<file path="config.mk">
export PLATFORM = sky130hd
export DESIGN_NAME = nand_phase_gen
export DESIGN_NICKNAME = d
export VERILOG_FILES = /design/src/rtl/nand_phase_pkg.sv /design/src/rtl/nand_tim_regs.sv /design/src/rtl/nand_phase_seq.sv /design/src/rtl/nand_pin_drv.sv /design/src/rtl/nand_phase_gen.sv
export SDC_FILE = /design/constraint.sdc
export NUM_CORES = 1
export LEC_CHECK = 0
export CAP_MARGIN = 20
export CELL_PAD_IN_SITES_DETAIL_PLACEMENT = 0
export CELL_PAD_IN_SITES_GLOBAL_PLACEMENT = 2
export CORE_UTILIZATION = 31
export CTS_CLUSTER_DIAMETER = 50
export DETAILED_ROUTE_END_ITERATION = 10
export GPL_ROUTABILITY_DRIVEN = 0
export PLACE_DENSITY_LB_ADDON = 0.1
export SLEW_MARGIN = 20
export SYNTH_ARGS = -nofsm -noshare
export SYNTH_HDL_FRONTEND = slang
export SYNTH_SLANG_ARGS = --single-unit
</file>
<file path="constraint.sdc">
create_clock -name clk -period 2.4 [get_ports clk]
set_input_delay 0.36 -clock clk [delete_from_list [all_inputs] [get_ports clk]]
set_output_delay 0.36 -clock clk [all_outputs]
set_load 0.005 [all_outputs]
</file>
<file path="src/rtl/nand_phase_pkg.sv">
package nand_phase_pkg;
   localparam int TF_W = 8;

   typedef enum logic [2:0] {
      PH_IDLE  = 3'd0,
      PH_SETUP = 3'd1,
      PH_WAIT  = 3'd2,
      PH_HOLD  = 3'd3,
      PH_DONE  = 3'd4
   } phase_e;

   localparam logic [1:0] SP_DATA = 2'd0;
   localparam logic [1:0] SP_CMD  = 2'd1;
   localparam logic [1:0] SP_ADDR = 2'd2;

   typedef struct packed {
      logic [TF_W-1:0] hiz;
      logic [TF_W-1:0] hold;
      logic [TF_W-1:0] wt;
      logic [TF_W-1:0] setup;
   } timing_t;

   // counter load for a phase; 0 behaves as a one-cycle phase
   function automatic logic [TF_W-1:0] phase_load(input logic [TF_W-1:0] f);
      return (f == '0) ? '0 : f - 1'b1;
   endfunction
endpackage

</file>
<file path="src/rtl/nand_tim_regs.sv">
module nand_tim_regs
   import nand_phase_pkg::*;
#(
   parameter logic [31:0] RST_TIMING = 32'h0a0a0a0a,
   parameter bit          WIDE_EN    = 1'b1
)(
   input  logic        clk,
   input  logic        rst_n,
   input  logic        cfg_we,
   input  logic [1:0]  cfg_addr,
   input  logic [31:0] cfg_wdata,
   output timing_t     tim_common,
   output timing_t     tim_attr,
   output logic        wide
);
   always_ff @(posedge clk or negedge rst_n) begin
      if (!rst_n) begin
         tim_common <= timing_t'(RST_TIMING);
         tim_attr   <= timing_t'(RST_TIMING);
      end else if (cfg_we) begin
         if (cfg_addr == 2'd0) tim_common <= timing_t'(cfg_wdata);
         if (cfg_addr == 2'd1) tim_attr   <= timing_t'(cfg_wdata);
      end
   end

   generate
      if (WIDE_EN) begin : g_width_reg
         logic wide_q;
         always_ff @(posedge clk or negedge rst_n) begin
            if (!rst_n)                           wide_q <= 1'b0;
            else if (cfg_we && cfg_addr == 2'd2)  wide_q <= cfg_wdata[0];
         end
         assign wide = wide_q;
      end else begin : g_width_fixed
         assign wide = 1'b0;
      end
   endgenerate
endmodule

</file>
<file path="src/rtl/nand_phase_seq.sv">
module nand_phase_seq
   import nand_phase_pkg::*;
#(
   parameter int EL_W = TF_W + 2
)(
   input  logic            clk,
   input  logic            rst_n,
   input  logic            start,
   input  timing_t         tim,
   output phase_e          phase,
   output logic [EL_W-1:0] elapsed,
   output logic            last_wait,
   output logic [TF_W-1:0] hiz
);
   timing_t         tim_q;
   logic [TF_W-1:0] cnt;

   always_ff @(posedge clk or negedge rst_n) begin
      if (!rst_n) begin
         phase   <= PH_IDLE;
         cnt     <= '0;
         elapsed <= '0;
         tim_q   <= '0;
      end else begin
         unique case (phase)
            PH_IDLE: begin
               if (start) begin
                  phase   <= PH_SETUP;
                  cnt     <= phase_load(tim.setup);
                  tim_q   <= tim;
                  elapsed <= '0;
               end
            end
            PH_SETUP: begin
               elapsed <= elapsed + 1'b1;
               if (cnt == '0) begin
                  phase <= PH_WAIT;
                  cnt   <= phase_load(tim_q.wt);
               end else cnt <= cnt - 1'b1;
            end
            PH_WAIT: begin
               elapsed <= elapsed + 1'b1;
               if (cnt == '0) begin
                  phase <= PH_HOLD;
                  cnt   <= phase_load(tim_q.hold);
               end else cnt <= cnt - 1'b1;
            end
            PH_HOLD: begin
               elapsed <= elapsed + 1'b1;
               if (cnt == '0) phase <= PH_DONE;
               else           cnt   <= cnt - 1'b1;
            end
            PH_DONE: phase <= PH_IDLE;
            default: phase <= PH_IDLE;
         endcase
      end
   end

   assign last_wait = (phase == PH_WAIT) && (cnt == '0);
   assign hiz       = tim_q.hiz;
endmodule

</file>
<file path="src/rtl/nand_pin_drv.sv">
module nand_pin_drv
   import nand_phase_pkg::*;
#(
   parameter int N_CS = 2,
   parameter int CS_W = 1,
   parameter int DQ_W = 16,
   parameter int EL_W = TF_W + 2
)(
   input  phase_e          phase,
   input  logic [EL_W-1:0] elapsed,
   input  logic [TF_W-1:0] hiz,
   input  logic [1:0]      space_q,
   input  logic            wr_q,
   input  logic [CS_W-1:0] cs_q,
   input  logic [DQ_W-1:0] wdata_q,
   input  logic            wide_q,
   input  logic [DQ_W-1:0] dq_in,
   output logic [N_CS-1:0] ce_n,
   output logic            cle,
   output logic            ale,
   output logic            we_n,
   output logic            re_n,
   output logic [DQ_W-1:0] dq_out,
   output logic            dq_oe,
   output logic [DQ_W-1:0] rd_cap
);
   logic active, strobe;

   assign active = (phase == PH_SETUP) || (phase == PH_WAIT) || (phase == PH_HOLD);
   assign strobe = (phase == PH_WAIT);

   generate
      for (genvar i = 0; i < N_CS; i++) begin : g_ce
         assign ce_n[i] = !(active && (cs_q == CS_W'(i)));
      end
   endgenerate

   assign cle   = active && (space_q == SP_CMD);
   assign ale   = active && (space_q == SP_ADDR);
   assign we_n  = !(strobe && wr_q);
   assign re_n  = !(strobe && !wr_q);
   assign dq_oe = active && wr_q && (elapsed > EL_W'(hiz));

   generate
      if (DQ_W > 8) begin : g_wide_path
         assign dq_out = wide_q ? wdata_q : {{(DQ_W-8){1'b0}}, wdata_q[7:0]};
         assign rd_cap = wide_q ? dq_in   : {{(DQ_W-8){1'b0}}, dq_in[7:0]};
      end else begin : g_byte_path
         assign dq_out = wdata_q;
         assign rd_cap = dq_in;
      end
   endgenerate
endmodule

</file>
<file path="src/rtl/nand_phase_gen.sv">
module nand_phase_gen
   import nand_phase_pkg::*;
#(
   parameter int          N_CS       = 2,
   parameter int          DQ_W       = 16,
   parameter bit          WIDE_EN    = 1'b1,
   parameter logic [31:0] RST_TIMING = 32'h0a0a0a0a,
   parameter int          CS_W       = (N_CS > 1) ? $clog2(N_CS) : 1
)(
   input  logic            clk,
   input  logic            rst_n,
   input  logic            cfg_we,
   input  logic [1:0]      cfg_addr,
   input  logic [31:0]     cfg_wdata,
   input  logic            req_valid,
   input  logic [1:0]      req_space,
   input  logic            req_write,
   input  logic [CS_W-1:0] req_cs,
   input  logic [DQ_W-1:0] req_wdata,
   input  logic [DQ_W-1:0] nand_dq_in,
   output logic [N_CS-1:0] nand_ce_n,
   output logic            nand_cle,
   output logic            nand_ale,
   output logic            nand_we_n,
   output logic            nand_re_n,
   output logic [DQ_W-1:0] nand_dq_out,
   output logic            nand_dq_oe,
   output logic [DQ_W-1:0] rd_data,
   output logic            busy,
   output logic            done
);
   localparam int EL_W = TF_W + 2;

   generate
      if (N_CS < 1 || N_CS > 16) begin : g_bad_cs
         $error("N_CS out of range");
      end
      if (DQ_W != 8 && DQ_W != 16) begin : g_bad_dq
         $error("DQ_W must be 8 or 16");
      end
      if (WIDE_EN && DQ_W == 8) begin : g_bad_wide
         $error("WIDE_EN needs DQ_W of 16");
      end
   endgenerate

   timing_t         tim_common, tim_attr, tim_sel;
   logic            wide_cfg;
   phase_e          phase;
   logic [EL_W-1:0] elapsed;
   logic            last_wait;
   logic [TF_W-1:0] hiz;
   logic            start, is_attr;
   logic [1:0]      space_q;
   logic            wr_q, wide_q;
   logic [CS_W-1:0] cs_q;
   logic [DQ_W-1:0] wdata_q, rd_cap;

   nand_tim_regs #(.RST_TIMING(RST_TIMING), .WIDE_EN(WIDE_EN)) u_regs (
      .clk(clk), .rst_n(rst_n), .cfg_we(cfg_we), .cfg_addr(cfg_addr),
      .cfg_wdata(cfg_wdata), .tim_common(tim_common), .tim_attr(tim_attr),
      .wide(wide_cfg)
   );

   assign is_attr = (req_space == SP_CMD) || (req_space == SP_ADDR);
   assign tim_sel = is_attr ? tim_attr : tim_common;
   assign start   = req_valid && (phase == PH_IDLE);

   nand_phase_seq #(.EL_W(EL_W)) u_seq (
      .clk(clk), .rst_n(rst_n), .start(start), .tim(tim_sel),
      .phase(phase), .elapsed(elapsed), .last_wait(last_wait), .hiz(hiz)
   );

   always_ff @(posedge clk or negedge rst_n) begin
      if (!rst_n) begin
         space_q <= SP_DATA;
         wr_q    <= 1'b0;
         cs_q    <= '0;
         wdata_q <= '0;
         wide_q  <= 1'b0;
      end else if (start) begin
         space_q <= req_space;
         wr_q    <= req_write || is_attr;
         cs_q    <= req_cs;
         wdata_q <= req_wdata;
         wide_q  <= wide_cfg;
      end
   end

   nand_pin_drv #(.N_CS(N_CS), .CS_W(CS_W), .DQ_W(DQ_W), .EL_W(EL_W)) u_pins (
      .phase(phase), .elapsed(elapsed), .hiz(hiz), .space_q(space_q),
      .wr_q(wr_q), .cs_q(cs_q), .wdata_q(wdata_q), .wide_q(wide_q),
      .dq_in(nand_dq_in), .ce_n(nand_ce_n), .cle(nand_cle), .ale(nand_ale),
      .we_n(nand_we_n), .re_n(nand_re_n), .dq_out(nand_dq_out),
      .dq_oe(nand_dq_oe), .rd_cap(rd_cap)
   );

   always_ff @(posedge clk or negedge rst_n) begin
      if (!rst_n)                  rd_data <= '0;
      else if (last_wait && !wr_q) rd_data <= rd_cap;
   end

   assign busy = (phase != PH_IDLE);
   assign done = (phase == PH_DONE);
endmodule

</file>
=== Word-level counts from Yosys, hierarchy flattened ===
Index checks and enable logic that the tools add are counted.

* Register bits after elaboration: 147

* Add/sub/neg operators: 5
* $lt $le $gt $ge: 1
* Equality and inequality tests: 15
* Multiplexer cells: 18
* Bitwise gates (word level): 1
* Reductions and logical operators: 37

{| class="wikitable"
|+ Operators with widths
! cell !! number
|-
| $mux 8 || 7
|-
| $logic_not 8->1 || 4
|-
| $mux 16 || 2
|-
| $mux 32 || 1
|-
| $pmux 8 s4 || 1
|-
| $sub 8x1->8 const B || 4
|-
| $pmux 10 s2 || 1
|-
| $logic_and 1x1->1 || 12
|-
| $mux 3 || 4
|-
| $pmux 3 s4 || 1
|-
| $add 10x1->10 const B || 1
|-
| $gt 10x8->1 || 1
|-
| $mux 10 || 1
|-
| $ne 2x2->1 const B || 5
|-
| $reduce_and 2->1 || 4
|-
| $eq 2x1->1 const B || 3
|-
| $eq 2x2->1 const B || 3
|-
| $eq 3x2->1 const B || 2
|-
| $logic_not 1->1 || 5
|-
| $logic_or 1x1->1 || 4
|-
| $reduce_and 4->1 || 1
|-
| $reduce_bool 4->1 || 1
|-
| $eq 3x1->1 const B || 1
|-
| $eq 3x3->1 const B || 1
|-
| 7 further kinds || 7
|}

=== Longest topological paths before layout ===
Gate-level depths: netlist of the first run.

* Word-level depth: 7
* Gate-level depth with buffers: 10
* Gate-level depth less buffers: 8

=== Modules after synthesis ===
A second synthesis of the first run with hierarchy kept.

* Cell total of the unflattened synthesis: 613
* Area, all modules: 7578.5 sq um

{| class="wikitable"
|+ By module, submodules not included
! module !! times used !! cells each !! area an instance (sq um)
|-
| nand_phase_seq || 1 || 282 || 2788.9
|-
| nand_tim_regs || 1 || 139 || 2464.9
|-
| nand_phase_gen || 1 || 119 || 1828.0
|-
| nand_pin_drv || 1 || 73 || 496.7
|}

=== Least setup slack after synthesis of the first run ===
No wires, ideal clock.

* Path type: in2reg
* Start point: in req_space[1]
* End point: reg u_seq.cnt[6]
* Setup time: 126 ps
* Data arrival time: 2762 ps
* Data required time: 2274 ps
* Setup slack: -488 ps
* Stages: 10
* Path through: xnor2_2 > clkbuf_1 > buf_1 > mux2i_1 > ha_1 > nand2b_1 > mux2_2 > nor2_1 > mux4_2 > a221o_1

* Word-level cells in the longest chain between the ends: 7
* Elaborated cells between the ends (all ways): 9
* Those cells by class: 1 x add/sub; 2 x eq/ne; 4 x mux; 2 x reduce/logical

{| class="wikitable"
|+ Ends and longest elaborated chain
! item !! line !! RTL
|-
| start: declaration || nand_phase_gen.sv:16 || <nowiki>input logic [1:0] req_space,</nowiki>
|-
| $eq 2x1->1 / $eq 2x2->1 (equally long branches) || nand_phase_gen.sv:64 || <nowiki>assign is_attr = (req_space == SP_CMD) || (req_space == SP_ADDR);</nowiki>
|-
| $logic_or 1x1->1 * || nand_phase_gen.sv:64 ||
|-
| $mux 32 * || nand_phase_gen.sv:65 || <nowiki>assign tim_sel = is_attr ? tim_attr : tim_common;</nowiki>
|-
| $sub 8x1->8 / $logic_not 8->1 (equally long branches) || nand_phase_pkg.sv:25 || <nowiki>return (f == '0) ? '0 : f - 1'b1;</nowiki>
|-
| $mux 8 * || nand_phase_pkg.sv:25 ||
|-
| $mux 8 * || nand_phase_seq.sv:27 || <nowiki>if (start) begin</nowiki>
|-
| $pmux 8 s4 * || nand_phase_seq.sv:25 || <nowiki>unique case (phase)</nowiki>
|-
| end signal: assignment || nand_phase_seq.sv:29 || <nowiki>cnt <= phase_load(tim.setup);</nowiki>
|-
| end signal: assignment || nand_phase_seq.sv:38 || <nowiki>cnt <= phase_load(tim_q.wt);</nowiki>
|-
| end signal: assignment || nand_phase_seq.sv:39 || <nowiki>end else cnt <= cnt - 1'b1;</nowiki>
|-
| end: declaration || nand_phase_seq.sv:16 || <nowiki>logic [TF_W-1:0] cnt;</nowiki>
|}

Every way passes the cells marked *; elsewhere a longest branch is shown, timed or not. The select of a mux whose other input is x is not followed.
A chain may end at the register's enable or synchronous reset.

=== Final worst setup path of the first run ===
* Start point: reg u_seq.elapsed[1]
* End point: out nand_dq_oe

* Word-level cells in the longest chain between the ends: 2

{| class="wikitable"
|+ Ends and longest elaborated chain
! item !! line !! RTL
|-
| start: declaration || nand_phase_seq.sv:11 || <nowiki>output logic [EL_W-1:0] elapsed,</nowiki>
|-
| start signal: assignment || nand_phase_seq.sv:35 || <nowiki>elapsed <= elapsed + 1'b1;</nowiki>
|-
| start signal: assignment || nand_phase_seq.sv:42 || <nowiki>elapsed <= elapsed + 1'b1;</nowiki>
|-
| start signal: assignment || nand_phase_seq.sv:49 || <nowiki>elapsed <= elapsed + 1'b1;</nowiki>
|-
| $gt 10x8->1 || nand_pin_drv.sv:42 || <nowiki>assign dq_oe = active && wr_q && (elapsed > EL_W'(hiz));</nowiki>
|-
| $logic_and 1x1->1 || nand_pin_drv.sv:42 ||
|-
| end: declaration || nand_phase_gen.sv:27 || <nowiki>output logic nand_dq_oe,</nowiki>
|}

No other way between the ends.

==> results.cfg, run 1 <==
[status]
status = finished clean

[flow_run]
maxCapViolCount = 0

[grt]
grt_pass1_vias = 6098
grt_pass1_wl_mm = 31.9
grt_use_total = 0.168
antenna_found_initial = 0
grt.overflow.total = 0
grt_start_max_net_pins = 57

[synthesis]
yosysSeqAreaShare = 0.499
yosysTopAreaCell = dfrtp_1
yosys.cell_types.count = 64
syn_area_per_cell_um2 = 10.3
netlist_area_um2 = 7410
synth_ff_type = dfrtp_1
synth_nets = 808
synth.top_cell.area_share = 0.442
synth_cells = 719
yosysWarnings = 0
synth_area_leaders = dfrtp_1 44%, mux2_2 11%, nand2_1 6.4%
synthArstFlopShare = 1.00
synth-edff-count = 0
synth_seq_cells = 147

[clocking]
htree_levels = 4
cts_buffer_depth = 2
clock-root-buffer = clkbuf_16
cts.sinks = 147
cts_made_buffers = 17
clkLatencyLatePin_ns = 0.42
clkTransAtPathRegs_ns = 0.07
cts_tree = done

[floorplan]
die_h_um = 157
fp.dieW_um = 157
die_area_um2 = 24500
row_count = 56
initial_core_util = 0.316
core_region_area_um2 = 23500
io_pins = 115

[final_layout]
design_area_um2 = 10000
regArea_um2 = 3700
n_antenna_cell = 0
n_fill_cell = 2260
drive_above_1_share = 0.236
area_delta_synth_final_pct = 35.1
finalNonFillerCells = 1204
layout.nets = 961
multi_input_area_um2 = 3450

[worst_setup_path]
path_max_fanout = 2
required_ns = 2.04
path_buf_inv = 1
crit_family = compound AO/OA/AOI/OAI gates
critPathArrivalTime_ns = 1.98
path_depth = 7
reg2regPathDepth = 7
worst_path_most_repeated_cell = o21a_1
cp_cell_sequence = ha_1, nor2b_1, o21a_1, o21a_1, o211ai_1, a31oi_1, clkbuf_2
slowest_stage = dfrtp_1
end_kind = output pin
crit_path_start_kind = flop
critical_path_class = flop to output pin
slowest_delay_ns = 0.39

[place]
dp_cells = 1165
place_area_um2 = 9240
numPortBuffers = 114
dp_hpwl_mm = 13.9

[sta]
fin_skew_ns = 0.0121
maxSlewViolCount = 0
setup_violations = 0
worstMarginPinSlew_ns = 0.559
fin_crit_ns = 2.34
period_share = 0.977
max_freq_mhz = 427
rsz0062_at_grt = yes
relSlewSlack = 0.627
final_hold_viol_count = 0

[power_and_ir_drop]
vdd_drop_max_uv = 463
power_density_nw_per_um2 = 1100
p_int_mw = 7.39
p_switching_mw = 3.67
seq_power_share = 0.351
leakagePower_nw = 4.36
p_comb_frac = 0.364
clkPwrFrac = 0.285
switching_share = 0.332

[drt]
antenna_left = 0
num_vias = 5784
wl_mm = 19.3
wire_per_inst_um = 16.0
drc = 0
drt_pre_antenna_iters = 4
via_per_inst = 4.80
drt_iter0_markers = 292

[min_path]
hold_class = primary input to flop
hold_path_depth = 3
-- layout by cell type (no fill, tap or decap), types with 7 or more instances in the layout --
master / synthesis / layout
dfstp_2: 16 / 16
inv_1: 25 / 25
a31oi_1: 27 / 26
clkbuf_16: 0 / 17
o211ai_1: 9 / 9
nor4_1: 7 / 7
a21oi_1: 13 / 13
nand2_1: 126 / 126
ha_1: 15 / 14
mux2_2: 73 / 72
nor3_1: 12 / 11
and2_1: 9 / 9
clkdlybuf4s50_1: 0 / 109
dfrtp_1: 131 / 130
xor2_1: 10 / 9
bufinv_16: 0 / 7
mux2i_1: 9 / 9
nand3_1: 14 / 14
o21a_1: 9 / 9
or3_1: 10 / 9
nor2_1: 48 / 48
o21ai_0: 27 / 26
buf_4: 9 / 57
-- power groups by stage --
stage	clock, mW	combinational, mW	sequential [mW]
2_1_floorplan	0	2.53	3.75
3_3_place_gp	0	3.92	3.91
3_5_place_dp	0	3.99	3.93
4_1_cts	3.24	4.05	3.88
5_1_grt	3.35	4.54	4.00
6_report	3.15	4.03	3.88
-- through the flow --
stage	TNS (ns)	total power, mW	utilization	setup WS, ns	hold WS [ns]
final	0	11.1	0.427	0.0557	0.467
after floorplan	-0.0549	6.27	-	-0.0549	0.0644
after CTS	-0.0957	11.2	0.425	-0.0957	0.451
after global placement	-1.57	7.82	0.393	-0.425	0.363
after global routing	-0.0619	11.9	0.427	-0.0524	0.469
after detailed placement	-1.87	7.92	0.393	-0.484	0.373
-- worst min-delay path, cell delays in order --
cell             delay (ns)
clkdlybuf4s50_1        0.40
nand2_1                0.06
nand2_1                0.04
-- logic make-up after synthesis --
family | share of synthesized area
flops | 0.499
fa+ha+maj | 0.0253
buf+inv | 0.0439
compound gates | 0.101
xor+xnor | 0.0199
simple gates | 0.178
mux | 0.132
-- path summary, 6_finish.rpt --
path / slack (ns) / from / to
max in group asynchronous: 1.19 / rst_n / u_regs.tim_attr[17]$_DFFE_PN1P_
min: 0.47 / req_wdata[2] / wdata_q[2]$_DFFE_PN0P_
min reg2reg: 0.47 / wdata_q[14]$_DFFE_PN0P_ / wdata_q[14]$_DFFE_PN0P_
max reg2reg: 0.12 / u_seq.cnt[0]$_DFFE_PN0P_ / u_seq.cnt[5]$_DFFE_PN0P_
min in group asynchronous: 0.49 / rst_n / rd_data[7]$_DFFE_PN0P_
max: 0.06 / u_seq.elapsed[1]$_DFFE_PN0P_ / nand_dq_oe
-- cell type report --
cell class / instances / share of cell area
Clock buffer: 20 / 0.0446
Multi-Input combinational cell: 504 / 0.344
Inverter: 25 / 0.00937
Sequential cell: 147 / 0.370
Clock inverter: 12 / 0.0250
Tap cell: 319 / 0.0399
Timing Repair Buffer: 177 / 0.167
-- flip-flops by register name, summed over array words and instances (netlist names), 8 cells and up --
name,cells
rd_data,16
u_regs.tim_attr,32
u_regs.tim_common,32
u_seq.cnt,8
u_seq.elapsed,10
u_seq.hiz,8
u_seq.tim_q,16
wdata_q,16
-- synthesized netlist by cell type, drive strengths merged, types with 2 or more instances --
cell type  number
and2            9
a2111oi         2
dfrtp         131
o21ai          27
nand3          14
and3            4
clkbuf         18
nand3b          4
o211ai         10
ha             15
a31oi          27
nor2           49
nor3           13
nand4           6
a41oi           3
dfstp          16
o31ai           4
mux2i           9
nor4            8
o221ai          2
or3b            2
nand2         126
xor2           10
nor4b           3
o21a            9
or4             3
or2             5
buf            25
a221o           2
nand2b          6
or3            11
nor2b           3
o31a            2
a21oi          13
mux2           77
nor3b           6
xnor2           6
inv            25
o41ai           3
-- routing by layer --
metal  vias to the layer above  global-route usage  share of wire
met5                         -                   0              0
li1                       2825                   -              -
met2                       105               0.281           0.48
met4                         0              0.0439         0.0066
met1                      2842               0.221           0.49
met3                        12              0.0338          0.033
-- what timing repair did --
action	CTS	global route
resized for setup	8	7
pin swaps	1	1
endpoints found under the hold margin	45	0
setup buffers	2	4
endpoints found under the setup margin	6	47
hold buffers	1	0
(Power assumes the default switching activity.)
==> inputs of run 2 (changes only) <==
- SKIP_LAST_GASP: default -> 1
==> results of run 2 <==
No change in the layout: final DEF, timing and power equal those of run 1.
Among the figures that moved: number of gates resized after CTS 8 -> 7
==> inputs of run 3 (changes only) <==
- GPL_TIMING_DRIVEN: default -> 1
==> results of run 3 <==
No change in the layout: final DEF, timing and power equal those of run 1.
Among the figures that moved: number of gates resized after CTS 8 -> 7
